--- config.mk ---
export PLATFORM = sky130hd
export DESIGN_NAME = glue_ctrl_regs
export DESIGN_NICKNAME = d
export VERILOG_FILES = /design/src/rtl/glue_pkg.sv /design/src/rtl/glue_decode.sv /design/src/rtl/glue_halt_reg.sv /design/src/rtl/glue_irq_bank.sv /design/src/rtl/glue_rdmux.sv /design/src/rtl/glue_ctrl_regs.sv
export SDC_FILE = /design/constraint.sdc
export NUM_CORES = 1
export LEC_CHECK = 0
export CORE_ASPECT_RATIO = 1.2
export CORE_MARGIN = 2
export CORE_UTILIZATION = 40
export CTS_CLUSTER_SIZE = 30
export DETAILED_ROUTE_END_ITERATION = 10
export DONT_BUFFER_PORTS = 1
export HOLD_SLACK_MARGIN = 0.06
export PLACE_DENSITY = 0.52
export SYNTH_ARGS = -nofsm -noshare
export SYNTH_HDL_FRONTEND = slang
export SYNTH_SLANG_ARGS = --single-unit
--- constraint.sdc ---
create_clock -name clk -period 2.76 [get_ports clk]
set_clock_uncertainty 0.15 [all_clocks]
set_input_delay 0.414 -clock clk [delete_from_list [all_inputs] [get_ports clk]]
set_output_delay 0.414 -clock clk [all_outputs]
set_load 0.005 [all_outputs]
--- src/rtl/glue_pkg.sv ---
package glue_pkg;
  localparam int WIN_W  = 6;
  localparam int DATA_W = 32;
  localparam int BYTE_W = 8;

  localparam logic [3:0] WRD_HALT  = 4'd0;
  localparam logic [3:0] WRD_CPUID = 4'd1;
  localparam logic [3:0] WRD_IRQ   = 4'd2;
  localparam logic [3:0] WRD_NCPU  = 4'd3;

  typedef struct packed {
    logic halt_wr;
    logic irq_wr;
    logic rd_any;
    logic rd_cpuid;
    logic rd_ncpu;
  } dec_t;

  function automatic logic [3:0] word_of(input logic [WIN_W-1:0] ofs);
    return ofs[WIN_W-1:2];
  endfunction

  function automatic logic level_of(input logic [BYTE_W-1:0] lvl, input logic lane_on);
    return lane_on && (lvl != '0);
  endfunction

  function automatic logic [BYTE_W-1:0] count_of(input int unsigned cfg);
    logic [BYTE_W-1:0] v;
    v = BYTE_W'(cfg);
    return (cfg == 0) ? BYTE_W'(1) : v;
  endfunction
endpackage

--- src/rtl/glue_decode.sv ---
module glue_decode
  import glue_pkg::*;
#(
  parameter int ADDR_W = 16
) (
  input  logic              bus_valid,
  input  logic              bus_write,
  input  logic [ADDR_W-1:0] bus_addr,
  input  logic              lane0,
  output dec_t              dec
);
  logic [WIN_W-1:0] ofs;
  logic [3:0]       wrd;
  logic             wr_req, rd_req;

  assign ofs    = bus_addr[WIN_W-1:0];
  assign wrd    = word_of(ofs);
  assign wr_req = bus_valid && bus_write;
  assign rd_req = bus_valid && !bus_write;

  always_comb begin
    dec          = '0;
    dec.rd_any   = rd_req;
    dec.halt_wr  = wr_req && lane0 && (wrd == WRD_HALT);
    dec.irq_wr   = wr_req && lane0 && (wrd == WRD_IRQ);
    dec.rd_cpuid = rd_req && (wrd == WRD_CPUID);
    dec.rd_ncpu  = rd_req && (wrd == WRD_NCPU);
  end

  generate
    if (ADDR_W > WIN_W) begin : g_hi
      logic unused_hi;
      assign unused_hi = ^bus_addr[ADDR_W-1:WIN_W];
    end
  endgenerate
endmodule

--- src/rtl/glue_halt_reg.sv ---
module glue_halt_reg
  import glue_pkg::*;
(
  input  logic              clk,
  input  logic              rst,
  input  logic              halt_wr,
  input  logic [BYTE_W-1:0] code,
  output logic              halt_pulse,
  output logic [BYTE_W-1:0] exit_status
);
  always_ff @(posedge clk) begin
    if (rst) begin
      halt_pulse  <= 1'b0;
      exit_status <= '0;
    end else begin
      halt_pulse <= halt_wr;
      if (halt_wr) exit_status <= code;
    end
  end
endmodule

--- src/rtl/glue_irq_bank.sv ---
module glue_irq_bank
  import glue_pkg::*;
#(
  parameter int NUM_LINES = 8
) (
  input  logic                 clk,
  input  logic                 rst,
  input  logic                 irq_wr,
  input  logic [BYTE_W-1:0]    port_sel,
  input  logic [BYTE_W-1:0]    lvl_byte,
  input  logic                 lvl_lane,
  output logic                 port_in_range,
  output logic [NUM_LINES-1:0] irq_lines
);
  localparam int SEL_W = BYTE_W + 1;
  logic new_level;

  assign new_level     = level_of(lvl_byte, lvl_lane);
  assign port_in_range = ({1'b0, port_sel} < SEL_W'(NUM_LINES));

  generate
    for (genvar i = 0; i < NUM_LINES; i++) begin : g_line
      logic hit;
      assign hit = irq_wr && ({1'b0, port_sel} == SEL_W'(i));
      always_ff @(posedge clk) begin
        if (rst)      irq_lines[i] <= 1'b0;
        else if (hit) irq_lines[i] <= new_level;
      end
    end
  endgenerate
endmodule

--- src/rtl/glue_rdmux.sv ---
module glue_rdmux
  import glue_pkg::*;
#(
  parameter int CPU_COUNT = 0
) (
  input  logic              clk,
  input  logic              rst,
  input  logic              rd_any,
  input  logic              rd_cpuid,
  input  logic              rd_ncpu,
  input  logic [BYTE_W-1:0] req_id,
  output logic [DATA_W-1:0] rdata
);
  localparam logic [BYTE_W-1:0] COUNT_VAL = count_of(CPU_COUNT);
  logic [BYTE_W-1:0] sel_byte;

  always_comb begin
    sel_byte = '0;
    if (rd_cpuid) sel_byte = req_id;
    if (rd_ncpu)  sel_byte = COUNT_VAL;
  end

  always_ff @(posedge clk) begin
    if (rst)         rdata <= '0;
    else if (rd_any) rdata <= {{(DATA_W-BYTE_W){1'b0}}, sel_byte};
    else             rdata <= '0;
  end
endmodule

--- src/rtl/glue_ctrl_regs.sv ---
module glue_ctrl_regs
  import glue_pkg::*;
#(
  parameter int ADDR_W    = 16,
  parameter int NUM_LINES = 8,
  parameter int CPU_COUNT = 0
) (
  input  logic                 clk,
  input  logic                 rst,
  input  logic                 bus_valid,
  input  logic                 bus_write,
  input  logic [ADDR_W-1:0]    bus_addr,
  input  logic [3:0]           bus_be,
  input  logic [31:0]          bus_wdata,
  input  logic [7:0]           req_id,
  output logic [31:0]          rdata,
  output logic                 halt_pulse,
  output logic [7:0]           exit_status,
  output logic [NUM_LINES-1:0] irq_lines
);
  dec_t dec;
  logic halt_wr_evt, irq_wr_evt, port_ok_evt;
  logic unused_bits;

  assign unused_bits = ^{bus_wdata[31:16], bus_be[3:2]};

  glue_decode #(.ADDR_W(ADDR_W)) u_dec (
    .bus_valid(bus_valid), .bus_write(bus_write), .bus_addr(bus_addr),
    .lane0(bus_be[0]), .dec(dec)
  );

  assign halt_wr_evt = dec.halt_wr;
  assign irq_wr_evt  = dec.irq_wr;

  glue_halt_reg u_halt (
    .clk(clk), .rst(rst), .halt_wr(halt_wr_evt), .code(bus_wdata[7:0]),
    .halt_pulse(halt_pulse), .exit_status(exit_status)
  );

  glue_irq_bank #(.NUM_LINES(NUM_LINES)) u_irq (
    .clk(clk), .rst(rst), .irq_wr(irq_wr_evt), .port_sel(bus_wdata[7:0]),
    .lvl_byte(bus_wdata[15:8]), .lvl_lane(bus_be[1]),
    .port_in_range(port_ok_evt), .irq_lines(irq_lines)
  );

  glue_rdmux #(.CPU_COUNT(CPU_COUNT)) u_rd (
    .clk(clk), .rst(rst), .rd_any(dec.rd_any), .rd_cpuid(dec.rd_cpuid),
    .rd_ncpu(dec.rd_ncpu), .req_id(req_id), .rdata(rdata)
  );
endmodule

* Yosys cells after proc, flatten, opt, wreduce, memory -nomap -nowiden
Cells that the tools add are included.
** Storage, ports and cells
- Input port bits :: 64
- Register bits after elaboration :: 49
** Operators by class
- Reductions and logical operators :: 22
- Mux-type cells :: 2
- Equal/unequal tests :: 10
- Bitwise gates (word level) :: 2
** Operator list (count)
- 8-bit by 3-bit == test with 1-bit output (second input constant) :: 4
- 8-bit by 2-bit == test with 1-bit output (second input constant) :: 2
- 1-bit logical AND :: 16
- 8-bit 2-to-1 mux :: 2
- 4-bit by 2-bit == test with 1-bit output (second input constant) :: 2
- 8-bit by 1-bit == test with 1-bit output (second input constant) :: 1
- 8-bit logical NOT :: 1
- 8-bit nonzero test :: 1
- 4-bit by 1-bit == test with 1-bit output (second input constant) :: 1
- 4-bit logical NOT :: 1
- 4-bit OR reduction :: 1
- 1-bit NOT :: 2
- 2-bit OR reduction :: 1
- 1-bit logical NOT :: 1

* Depth between registers and ports, before layout
- Depth after elaboration :: 5
- Mapped depth :: 5

* Hierarchy
A second synthesis with hierarchy kept.
** Unflattened totals
- Cell total of the unflattened synthesis :: 133
- Area total of the unflattened synthesis :: 1247.4 um^2
** By module, submodules not included
- glue_irq_bank :: seq. area each 160.2 um^2, cells each 53, instances 1, area each 454.2 um^2
- glue_rdmux :: seq. area each 160.2 um^2, cells each 43, instances 1, area each 421.7 um^2
- glue_halt_reg :: seq. area each 180.2 um^2, cells each 28, instances 1, area each 312.8 um^2
- glue_decode :: seq. area each 0.0 um^2, cells each 9, instances 1, area each 58.8 um^2

* Worst setup path after synthesis
No wires, ideal clock.
- Path kind :: input to register
- Start :: input bus_addr[5]
- End :: register u_irq.irq_lines[5]
- Setup slack :: 0.657 ns
- Setup time :: 0.074 ns
- Arrival time :: 1.879 ns
- Stages on the path :: 5
- Buffers on the path :: 1
- Cell sequence :: or3b_4 -> or4_1 -> buf_2 -> nor4b_4 -> mux2i_1
** Between the ends
- Word-level cells in the longest chain between the ends :: 3
** RTL lines
- start, declared :: RTL line glue_ctrl_regs.sv:12 : input logic [ADDR_W-1:0] bus_addr,
- 4-bit by 2-bit == test with 1-bit output :: RTL line glue_decode.sv:25 : dec.irq_wr = wr_req && lane0 && (wrd == WRD_IRQ);
- 1-bit logical AND :: RTL line glue_decode.sv:25
- 1-bit logical AND :: RTL line glue_irq_bank.sv:24 : assign hit = irq_wr && ({1'b0, port_sel} == SEL_W'(i));
- end signal, assigned by index :: RTL line glue_irq_bank.sv:27 : else if (hit) irq_lines[i] <= new_level;
- end, declared :: RTL line glue_irq_bank.sv:13 : output logic [NUM_LINES-1:0] irq_lines
Every way passes these cells.
A chain may end at the register's enable or synchronous reset.

* Final worst setup path
Ends and elaborated chain as after synthesis.

==> flow_summary.ini <==
[clock_network]
root_buffer = clkbuf_4
cts.sinks = 25
hold_buffers = 5
insertion_delay_ns = 0.30
clockBufferDepth = 2
cts_tree = yes
clk_pin_slew_worst_paths_ns = 0.13
cts_setup_buffers = 0
cts.repair.resized = 0
numCtsBuffers = 3
htree_levels = 1

[layout]
final_util = 0.437
area_growth_pct = 2.94
drive_above_1_share = 0.0859
antenna-diode-count = 0
layout.nets = 193

[route]
drtIter0Drc = 10
vias_per_cell = 4.75
drc = 0
antenna_left = 0
routed-via-count = 770
wirelength_um = 2270
firstDrtPassIters = 4
wl_per_cell_um = 14.0

[logic_synthesis]
yosysMostFrequentCell = dfxtp_1
seq_area_frac_synth = 0.420
synth.distinct_cells = 26
synth_area_um2 = 1190
yosysWarningCount = 0
async_reset_ff_frac = 0
yosys-top-cells-count = dfxtp_1, buf_4, mux2i_1
syn_inst = 121
synth_area_leader_cell = dfxtp_1
ys_top_cells_by_area = dfxtp_1, buf_4, mux2i_1
synth_flop_cell = dfxtp_1
synth_edf_count = 0
yosys_register_bits = 25
syn_avg_cell_area_um2 = 9.85
synth_top_area_share = 0.420

[setup_path]
cp_data_arrival_time_ns = 1.99
cp-end-kind = register
worst-r2r-cell-count = 3
r2r_start = u_irq.irq_lines[7]$_SDFFE_PP0P_
crit_fanout = 6
crit_type = in2reg
r2r-end = u_irq.irq_lines[7]$_SDFFE_PP0P_
cp_data_required_time_ns = 2.85
r2r_slack_ns = 1.89
start_kind = primary input

[grt]
grt_pass1_wl_um = 3300
grt_start_max_net_pins = 14
antenna_found_initial = 0
track_usage = 0.131
overflow = 0
grt_pass1_vias = 737

[floorplanning]
dieArea_um2 = 3440
dieWidth_um = 53.8
coreArea_um2 = 2810
die_h_um = 63.8
initial_utilization = 0.424
rows = 21
ios = 113

[place]
gp_congestion = 0.574
hpwl_um = 1680
pre_cts_ws_ns = 0.541
port_buffers = 0

[hold_path]
hold_end = u_rd.rdata[3]$_SDFF_PP0_
hp-start = req_id[3]
hold_path_class = in2reg
min_path_cells = 1

[sta]
setup_slack_ns = 0.857
period_needed_ns = 1.90
finalCritPeriodShare = 0.689
fmax_mhz = 526
setup_tns_ns = 0
max_slew_margin = 0.585
setup_viol = 0
maxSlewViolCount = 0
hold_viol = 0
tightestPinTransition_ns = 0.617
rsz0062_at_grt = false

[outcome]
status = finished clean

[power_and_ir_drop]
p_total_w = 0.000551
power_leakage_nw = 0.467
vdd_drop_max_mv = 0.287
power.density_nw_per_um2 = 449

[run]
drv_cap = 0
[layer usage]
layer  routed length (um)  global-route usage
met3                  203              0.0397
met1                  907               0.154
met5                    0                   0
met4                   14              0.0577
met2                 1140               0.213
[kinds of logic (layout without fill, tap and decap cells)]
logic type             after synthesis  count (layout)  share of synthesized area
DFF                                 25              25                      0.420
and+or+nand+nor                     49              49                      0.273
muxes                               14              14                      0.118
buffers and inverters               28              12                      0.166
AOI/OAI and AO/OA                    4               4                     0.0210
other                                1              24                    0.00314
[sequential cells by signal, indices dropped and copies added, names as in the netlist]
register / flops
u_irq.irq_lines: 8
u_halt.halt_pulse: 1
u_halt.exit_status: 8
u_rd.rdata: 8
[layout make-up]
type,instances,area [um^2]
flip-flops and latches,25,500
clock buffers,4,26.3
fillers,272,1580
repair buffers,8,77.6
well taps,34,42.5
multi-input cells,91,581
[cells in the final DEF, fill, tap and decap left out]
cell            n
dfxtp_1        25
conb_1         24
mux2i_1        14
nor2_1         12
and2_1          7
dlygate4sd3_1   7
nand2b_1        6
nand3b_1        5
nor4_1          4
clkbuf_4        3
nand2_1         2
nor2b_1         2
o21ai_0         2
o31ai_1         2
or3b_4          1
nor3_2          1
or4b_2          1
or3_1           1
or3b_2          1
nand3_1         1
or4_1           1
nor4_2          1
nand4b_1        1
nor4b_4         1
and4bb_2        1
clkbuf_1        1
buf_4           1
[worst max path at each step]
stage	from	endpoint	depth (start not counted)
2_1_floorplan	bus_addr[5]	u_irq.irq_lines[5]$_SDFFE_PP0P_	5
3_3_place_gp	bus_addr[5]	u_irq.irq_lines[5]$_SDFFE_PP0P_	4
3_5_place_dp	bus_addr[5]	u_irq.irq_lines[5]$_SDFFE_PP0P_	4
4_1_cts	bus_addr[5]	u_irq.irq_lines[5]$_SDFFE_PP0P_	4
5_1_grt	bus_addr[5]	u_irq.irq_lines[5]$_SDFFE_PP0P_	4
6_report	bus_addr[5]	u_irq.irq_lines[5]$_SDFFE_PP0P_	4
[metrics by stage]
stage / hold WS (ns) / cells / cell area (um^2)
2_1_floorplan: 0.315 / 144 / 1280
3_3_place_gp: 0.328 / 151 / 1130
5_1_grt: 0.0593 / 162 / 1230
4_1_cts: 0.0608 / 160 / 1210
6_report: 0.0719 / 162 / 1230
3_5_place_dp: 0.328 / 151 / 1130
[report_power, final]
group          switching [W]  internal (W)
clock              0.0000993     0.0000563
sequential       0.000000626      0.000362
combinational      0.0000174     0.0000157
total               0.000117      0.000434
[worst max-delay path, cell delays in order]
cell,delay [ns]
or3b_4,0.41
or4_1,0.69
nor4b_4,0.28
mux2i_1,0.20
Power figures use the tool's default switching activity.
